**config.mk**
```make
export PLATFORM = sky130hd
export DESIGN_NAME = lsa_unit
export DESIGN_NICKNAME = d
export VERILOG_FILES = /design/src/rtl/lsa_lane_ctl.sv /design/src/rtl/lsa_store_path.sv /design/src/rtl/lsa_load_path.sv /design/src/rtl/lsa_unit.sv
export SDC_FILE = /design/constraint.sdc
export NUM_CORES = 1
export LEC_CHECK = 0
export ABC_AREA = 1
export ABC_CLOCK_PERIOD_IN_PS = 6950
export BUFFER_PORTS_ARGS = -buffer_cell sky130_fd_sc_hd__buf_4
export CELL_PAD_IN_SITES_DETAIL_PLACEMENT = 1
export CELL_PAD_IN_SITES_GLOBAL_PLACEMENT = 1
export CORE_UTILIZATION = 25
export DETAILED_ROUTE_END_ITERATION = 6
export PLACE_DENSITY = 0.83
export REMOVE_ABC_BUFFERS = 1
export SYNTH_ARGS = -nofsm -noshare
export SYNTH_HDL_FRONTEND = slang
export SYNTH_SLANG_ARGS = --single-unit
```
**constraint.sdc**
```tcl
create_clock -name vclk -period 6.95
set_input_delay 1.39 -clock vclk [all_inputs]
set_output_delay 1.39 -clock vclk [all_outputs]
set_load 0.02 [all_outputs]
```
**src/rtl/lsa_lane_ctl.sv**
```systemverilog
module lsa_lane_ctl #(
  parameter int NB    = 8,
  parameter int OFS_W = $clog2(NB)
) (
  input  logic [OFS_W-1:0] ofs,
  input  logic [1:0]       size,
  input  logic             big,
  output logic [OFS_W:0]   nbytes,
  output logic [OFS_W-1:0] base_lane,
  output logic             mis
);
  logic [OFS_W:0] full;

  always_comb begin
    nbytes    = (OFS_W+1)'(1) << size;
    mis       = |(ofs & OFS_W'(nbytes - 1'b1));
    full      = (OFS_W+1)'(NB) - nbytes - {1'b0, ofs};
    base_lane = big ? full[OFS_W-1:0] : ofs;
  end
endmodule

```
**src/rtl/lsa_store_path.sv**
```systemverilog
module lsa_store_path #(
  parameter int DATA_W = 64,
  parameter int NB     = DATA_W / 8,
  parameter int OFS_W  = $clog2(NB)
) (
  input  logic [DATA_W-1:0] value,
  input  logic [OFS_W:0]    nbytes,
  input  logic [OFS_W-1:0]  base_lane,
  input  logic              mis,
  output logic [NB-1:0]     be,
  output logic [DATA_W-1:0] wdata
);
  logic [OFS_W-1:0] wrap;

  assign wrap = OFS_W'(nbytes - 1'b1);

  for (genvar k = 0; k < NB; k++) begin : g_lane
    logic [OFS_W-1:0] src;
    assign src = OFS_W'(k) & wrap;
    assign wdata[8*k +: 8] = value[{src, 3'b000} +: 8];
    assign be[k] = !mis && (k >= int'(base_lane))
                        && (k < int'(base_lane) + int'(nbytes));
  end
endmodule

```
**src/rtl/lsa_load_path.sv**
```systemverilog
module lsa_load_path #(
  parameter int DATA_W = 64,
  parameter int NB     = DATA_W / 8,
  parameter int OFS_W  = $clog2(NB),
  parameter int IDX_W  = $clog2(DATA_W)
) (
  input  logic [DATA_W-1:0] rdata,
  input  logic [OFS_W:0]    nbytes,
  input  logic [OFS_W-1:0]  base_lane,
  input  logic              sign_ext,
  input  logic              mis,
  output logic [DATA_W-1:0] result
);
  logic [DATA_W-1:0] shifted;
  logic              top;
  int                nbits;

  always_comb begin
    shifted = rdata >> {base_lane, 3'b000};
    nbits   = 8 * int'(nbytes);
    top     = shifted[IDX_W'(nbits - 1)];
    for (int i = 0; i < DATA_W; i++) begin
      result[i] = (i < nbits) ? shifted[i] : (sign_ext & top);
    end
    if (mis) result = '0;
  end
endmodule

```
**src/rtl/lsa_unit.sv**
```systemverilog
module lsa_unit #(
  parameter int DATA_W = 64,
  parameter int NB     = DATA_W / 8,
  parameter int OFS_W  = $clog2(NB)
) (
  input  logic [OFS_W-1:0]  addr_lo,
  input  logic [1:0]        acc_size,
  input  logic              ld_signed,
  input  logic              big_endian,
  input  logic [DATA_W-1:0] st_data,
  input  logic [DATA_W-1:0] mem_rdata,
  output logic [NB-1:0]     byte_en,
  output logic [DATA_W-1:0] mem_wdata,
  output logic [DATA_W-1:0] ld_data,
  output logic              misalign
);
  logic [OFS_W:0]   nbytes;
  logic [OFS_W-1:0] base_lane;
  logic             mis;

  lsa_lane_ctl #(.NB(NB), .OFS_W(OFS_W)) u_ctl (
    .ofs(addr_lo), .size(acc_size), .big(big_endian),
    .nbytes(nbytes), .base_lane(base_lane), .mis(mis)
  );

  lsa_store_path #(.DATA_W(DATA_W), .NB(NB), .OFS_W(OFS_W)) u_st (
    .value(st_data), .nbytes(nbytes), .base_lane(base_lane), .mis(mis),
    .be(byte_en), .wdata(mem_wdata)
  );

  lsa_load_path #(.DATA_W(DATA_W), .NB(NB), .OFS_W(OFS_W)) u_ld (
    .rdata(mem_rdata), .nbytes(nbytes), .base_lane(base_lane),
    .sign_ext(ld_signed), .mis(mis), .result(ld_data)
  );

  assign misalign = mis;
endmodule

```
# Word-level counts from Yosys, hierarchy flattened
# Cells that the tools add are included.
[word_totals]
wordCells = 182
out_inout_bits = 137
reg_bits = 0
[op_classes]
order_cmp = 80
n_mux = 69
n_addsub = 5
reduce_logical = 17
shifts = 9
bitwise = 2
[op_table]
columns = ["cell", "n"]
rows = [
  ["64-bit by 7-bit variable part select with 8-bit output", 4],
  ["6-bit by 7-bit < comparator with 1-bit output (first input constant)", 32],
  ["64-bit by 6-bit variable part select with 8-bit output", 2],
  ["5-bit by 7-bit < comparator with 1-bit output (first input constant)", 16],
  ["4-bit by 32-bit < comparator with 1-bit output (first input constant)", 3],
  ["1-bit two-way mux", 66],
  ["3-bit by 32-bit < comparator with 1-bit output (first input constant)", 2],
  ["64-bit two-way mux", 1],
  ["64-bit by 5-bit variable part select with 8-bit output", 1],
  ["64-bit by 6-bit >> shifter with 64-bit output", 1],
  ["4-bit by 7-bit < comparator with 1-bit output (first input constant)", 8],
  ["1-bit by 32-bit < comparator with 1-bit output (first input constant)", 1],
  ["2-bit by 32-bit < comparator with 1-bit output (first input constant)", 1],
  ["3-bit by 7-bit < comparator with 1-bit output (first input constant)", 4],
  ["1-bit logical AND", 15],
  ["1-bit by 7-bit < comparator with 1-bit output (first input constant)", 2],
  ["2-bit by 7-bit < comparator with 1-bit output (first input constant)", 2],
  ["3-bit greater-or-equal comparator (first input constant)", 3],
  ["6-bit by 8-bit < comparator with 1-bit output (second input constant)", 1],
  ["1-bit binary-select mux with 6-bit select", 1],
  ["1-bit by 3-bit greater-or-equal comparator with 1-bit output (first input constant)", 2],
  ["2-bit by 3-bit greater-or-equal comparator with 1-bit output (first input constant)", 2],
  ["6-bit by 1-bit subtractor with 6-bit output (second input constant)", 1],
  ["3-bit by 4-bit adder with 5-bit output", 1],
  ["10 further kinds", 10],
]

# Depth between registers and ports, before layout
[logic_depth]
ltp_word = 11
mapped_depth = 22
ltp_nobuf = 19

# Cells and area by module
# Synthesis repeated with hierarchy kept, for this count alone.
[unflattened]
hier_cells = 909
hier_area_um2 = 4327.9
[modules_own_cells]
columns = ["module", "seq_area_each_um2", "area_per_inst_um2", "instances", "cells_per_inst"]
rows = [
  ["lsa_load_path", 0.0, 2657.5, 1, 557],
  ["lsa_store_path", 0.0, 1483.9, 1, 320],
  ["lsa_lane_ctl", 0.0, 186.4, 1, 32],
]

# Least setup slack after synthesis
# Ideal clock, no wire load.
[synth_timing]
path_type = "input port to output port"
start = "in acc_size[1]"
end = "out byte_en[4]"
t_arrival_ns = 4.777
required_ns = 5.560
cell_stages = 16
slack_ns = 0.783
cell_sequence = "buf_2 > nor2_1 > inv_2 > clkbuf_1 > ha_1 > ha_1 > nand3_1 > nand4_2 > nand2_4 > clkbuf_1 > ha_1 > nand2_1 > nor2_1 > o211ai_1 > nor2_1 > nor3_1"
[synth_between]
elab_chain_len = 7
word_cells_on_any_way = 13
[synth_rtl]
columns = ["item", "line", "text"]
rows = [
  ["start, declared", "lsa_unit.sv:7", "input logic [1:0] acc_size,"],
  ["1-bit by 2-bit << shifter with 4-bit output *", "lsa_lane_ctl.sv:15", "nbytes = (OFS_W+1)'(1) << size;"],
  ["1-bit by 3-bit subtractor with 3-bit output / 3-bit by 1-bit subtractor with 3-bit output (equally long branches)", "lsa_lane_ctl.sv:17, lsa_lane_ctl.sv:16", ""],
  ["3-bit subtractor / 3-bit bitwise AND (equally long branches)", "lsa_lane_ctl.sv:17, lsa_lane_ctl.sv:16", ""],
  ["3-bit two-way mux / 3-bit OR reduction (equally long branches)", "lsa_lane_ctl.sv:18, lsa_lane_ctl.sv:16", ""],
  ["3-bit by 4-bit adder with 5-bit output, or another cell as far along", "lsa_store_path.sv:22", "&& (k < int'(base_lane) + int'(nbytes));"],
  ["4-bit by 32-bit < comparator with 1-bit output / 1-bit logical AND (equally long branches)", "lsa_store_path.sv:22, lsa_store_path.sv:21", ""],
  ["1-bit logical AND *", "lsa_store_path.sv:22", ""],
  ["end, declared", "lsa_unit.sv:12", "output logic [NB-1:0] byte_en,"],
]
# Every way passes the cells marked *; elsewhere a longest branch is shown, timed or not.

# Final worst setup path
[layout_timing]
start = "in acc_size[1]"
end = "out ld_data[31]"
[layout_between]
elab_chain_len = 11
word_cells_on_any_way = 16
[layout_rtl]
columns = ["item", "line", "text"]
rows = [
  ["1-bit by 2-bit << shifter with 4-bit output *", "lsa_lane_ctl.sv:15", ""],
  ["1-bit by 3-bit subtractor with 3-bit output", "lsa_lane_ctl.sv:17", "full = (OFS_W+1)'(NB) - nbytes - {1'b0, ofs};"],
  ["3-bit subtractor", "lsa_lane_ctl.sv:17", ""],
  ["3-bit two-way mux", "lsa_lane_ctl.sv:18", "base_lane = big ? full[OFS_W-1:0] : ofs;"],
  ["64-bit by 6-bit >> shifter with 64-bit output", "lsa_load_path.sv:19", "shifted = rdata >> {base_lane, 3'b000};"],
  ["1-bit binary-select mux with 6-bit select", "lsa_load_path.sv:21", "top = shifted[IDX_W'(nbits - 1)];"],
  ["1-bit two-way mux (not written as such) (2 in a row)", "lsa_load_path.sv:21", ""],
  ["1-bit bitwise AND", "lsa_load_path.sv:23", "result[i] = (i < nbits) ? shifted[i] : (sign_ext & top);"],
  ["1-bit two-way mux", "lsa_load_path.sv:23", ""],
  ["64-bit two-way mux *", "lsa_load_path.sv:25", "if (mis) result = '0;"],
  ["end, declared", "lsa_unit.sv:14", "output logic [DATA_W-1:0] ld_data,"],
]
# Every way passes the cells marked *; elsewhere a longest branch is shown, timed or not. The select of a mux whose other input is x is not followed.

==> flow_metrics.tcl <==
set metrics [dict create \
    report.final.hold_viol_count 0 \
    critPathMaxFanout 34 \
    drive_gt1_share_pct 29.6 \
    core-area_um2 15100 \
    synth_top_area_share_pct 31.2 \
    drtIter0Drc 314 \
    synthDominantAreaCellType "nand2_1" \
    place.port_buffers 272 \
    totalPowerFinal_uw 728 \
    ctsResizeCount 0 \
    netlist_top_cells_count "nand2_1 (320), o21ai_0 (111), inv_1 (85)" \
    initial_core_util_pct 25.4 \
    crit_chain "buf_4 > inv_2 > nand2_1 > nand2_1 > nand2_1 > ha_1 > nand2_1 > o21ai_2 > inv_2 > nand2_1 > nor2_1 > nand3_1 > nand4_1 > nand3_2 > inv_2 > nand2_1 > buf_4 > a21oi_1 > buf_4" \
    die_width_um 126 \
    crit_type "input port to output port" \
    timing.critical_path.slowest_cell_delay_ps 460 \
    fp.dieArea_um2 15900 \
    clkbuf_count 0 \
    crit_path_top_delay_cell "inv_2" \
    yosys-top-cells-area "nand2_1 (31%), o21ai_0 (14%), nand3_1 (8.3%)" \
    finalWirelength_um 20400 \
    fin_crit_ps 6370 \
    numPlacedInstances 1243 \
    holdCritPathClass "input port to output port" \
    grt_first_pass_wirelength_um 32100 \
    ff_latch_area_um2 0 \
    drtPass1Iterations 5 \
    diodes 0 \
    syn_inst 835 \
    synth.lib_cells_used.distinct 33 \
    gpl.final_weighted_congestion 0.840 \
    maximum_number_of_pins_on_one_net_before_global_route_repair 47 \
    cp-end-kind "output port" \
    timing.fmax_mhz 157 \
    status "complete, no violations" \
    tightestPinTransition_ps 904 \
    antenna_violations_before_repair 0 \
    route.detailed.vias_per_inst 5.02 \
    drc_errors 0 \
    route.antenna.remaining_nets 0 \
    rows 45 \
    place_hpwl_um 15900 \
    die_height_um 126 \
    layout-area-overhead-vs-synth_pct 53.4 \
    hold_buffers 0 \
    design.final.nets 1199 \
    layoutNonFillerInstCount 1243 \
    yosysSeqAreaShare_pct 0 \
    post_cts_buffers 0 \
    p_leak_uw 0.00342 \
    avgSynthCellArea_um2 4.61 \
    grt_pass1_vias 6067 \
    cap_viol_max_count 0 \
    worstPathRequired_ps 5560 \
    final_util_pct 39.0 \
    drt-wirelength-per-cell_um 16.4 \
    critical-path-top-delay-family "buffers and inverters" \
    fill_cells 2219 \
    netlist_area_um2 3850 \
    power.ir.vdd_worst_mv 0.0515 \
    max_slew_margin_pct 39.6 \
    cp_num_buf_inv 6 \
    grt_setup_unrepaired "no" \
    timing.setup.tns_ps 0 \
    power.density_cell_area_nw_per_um2 123 \
    critPathLaunchType "input port" \
    track_usage_pct 24.6 \
    layout_worst_path_cycle_share_pct 91.6 \
    crit_top_cell "nand2_1" \
    pin_count 272 \
    ys.warnings.count 0 \
    worst_ep_arrival_time_ps 4980 \
    seq_cells 0 \
    timing.final.setup_violations 0 \
    vias 6243 \
    yosysMostFrequentCell "nand2_1" \
    finalMaxSlewViolations 0 \
    global_route_congestion_overflow_total 0 \
]
## where the power goes
group | internal, µW | switching (µW) | total (µW)
logic | 274 | 455 | 728
clock network | 0 | 0 | 0
registers | 0 | 0 | 0
## cell usage in the layout (no fill, tap or decap), types with 2 or more instances in the layout
master / instances
a21oi_1: 56
a22oi_1: 13
a31oi_1: 2
buf_4: 286
clkinv_1: 2
ha_1: 7
inv_1: 85
inv_2: 12
mux2i_1: 14
nand2_1: 320
nand2_2: 4
nand3_1: 64
nor2_1: 44
nor2_2: 2
nor2_4: 2
nor3_1: 5
o211ai_1: 13
o21ai_0: 111
o21ai_1: 3
o21ai_2: 2
## cell families (layout without fill, tap and decap cells)
logic type	after synthesis	count (layout)	synth area share (%)
mux	14	14	3.64
simple gates	446	446	47.0
fa+ha+maj	7	7	2.27
buf+inv	165	385	18.3
xor+xnor	1	1	0.227
compound gates	202	202	28.5
## per-layer routing
metal	global-route usage, %	wire length, µm
met5	0	0
met4	2.55	190
met3	1.06	790
met2	44.1	10000
met1	33.3	9420
## through the flow
step	setup WS (ps)	area, µm²	hold WS [ps]
after global placement	775	5910	2990
after global routing	235	5910	2990
after CTS	653	5910	2990
final	583	5910	2990
after detailed placement	669	5910	2990
after floorplan	-515	3520	2780
## cell type report
class	count	area, µm²	share of cell area (%)
Inverter	99	372	6.29
Multi-Input combinational cell	670	3150	53.4
Tap cell	188	235	3.98
Timing Repair Buffer	286	2150	36.3
## path summary, 6_finish.rpt
| path | slack (ps) | endpoint | startpoint | cells past startpoint |
|---|---|---|---|---|
| worst max-delay path | 580 | ld_data[31] | acc_size[1] | 19 |
| worst min-delay path | 2990 | mem_wdata[5] | st_data[5] | 2 |
Power figures use the tool's default switching activity.
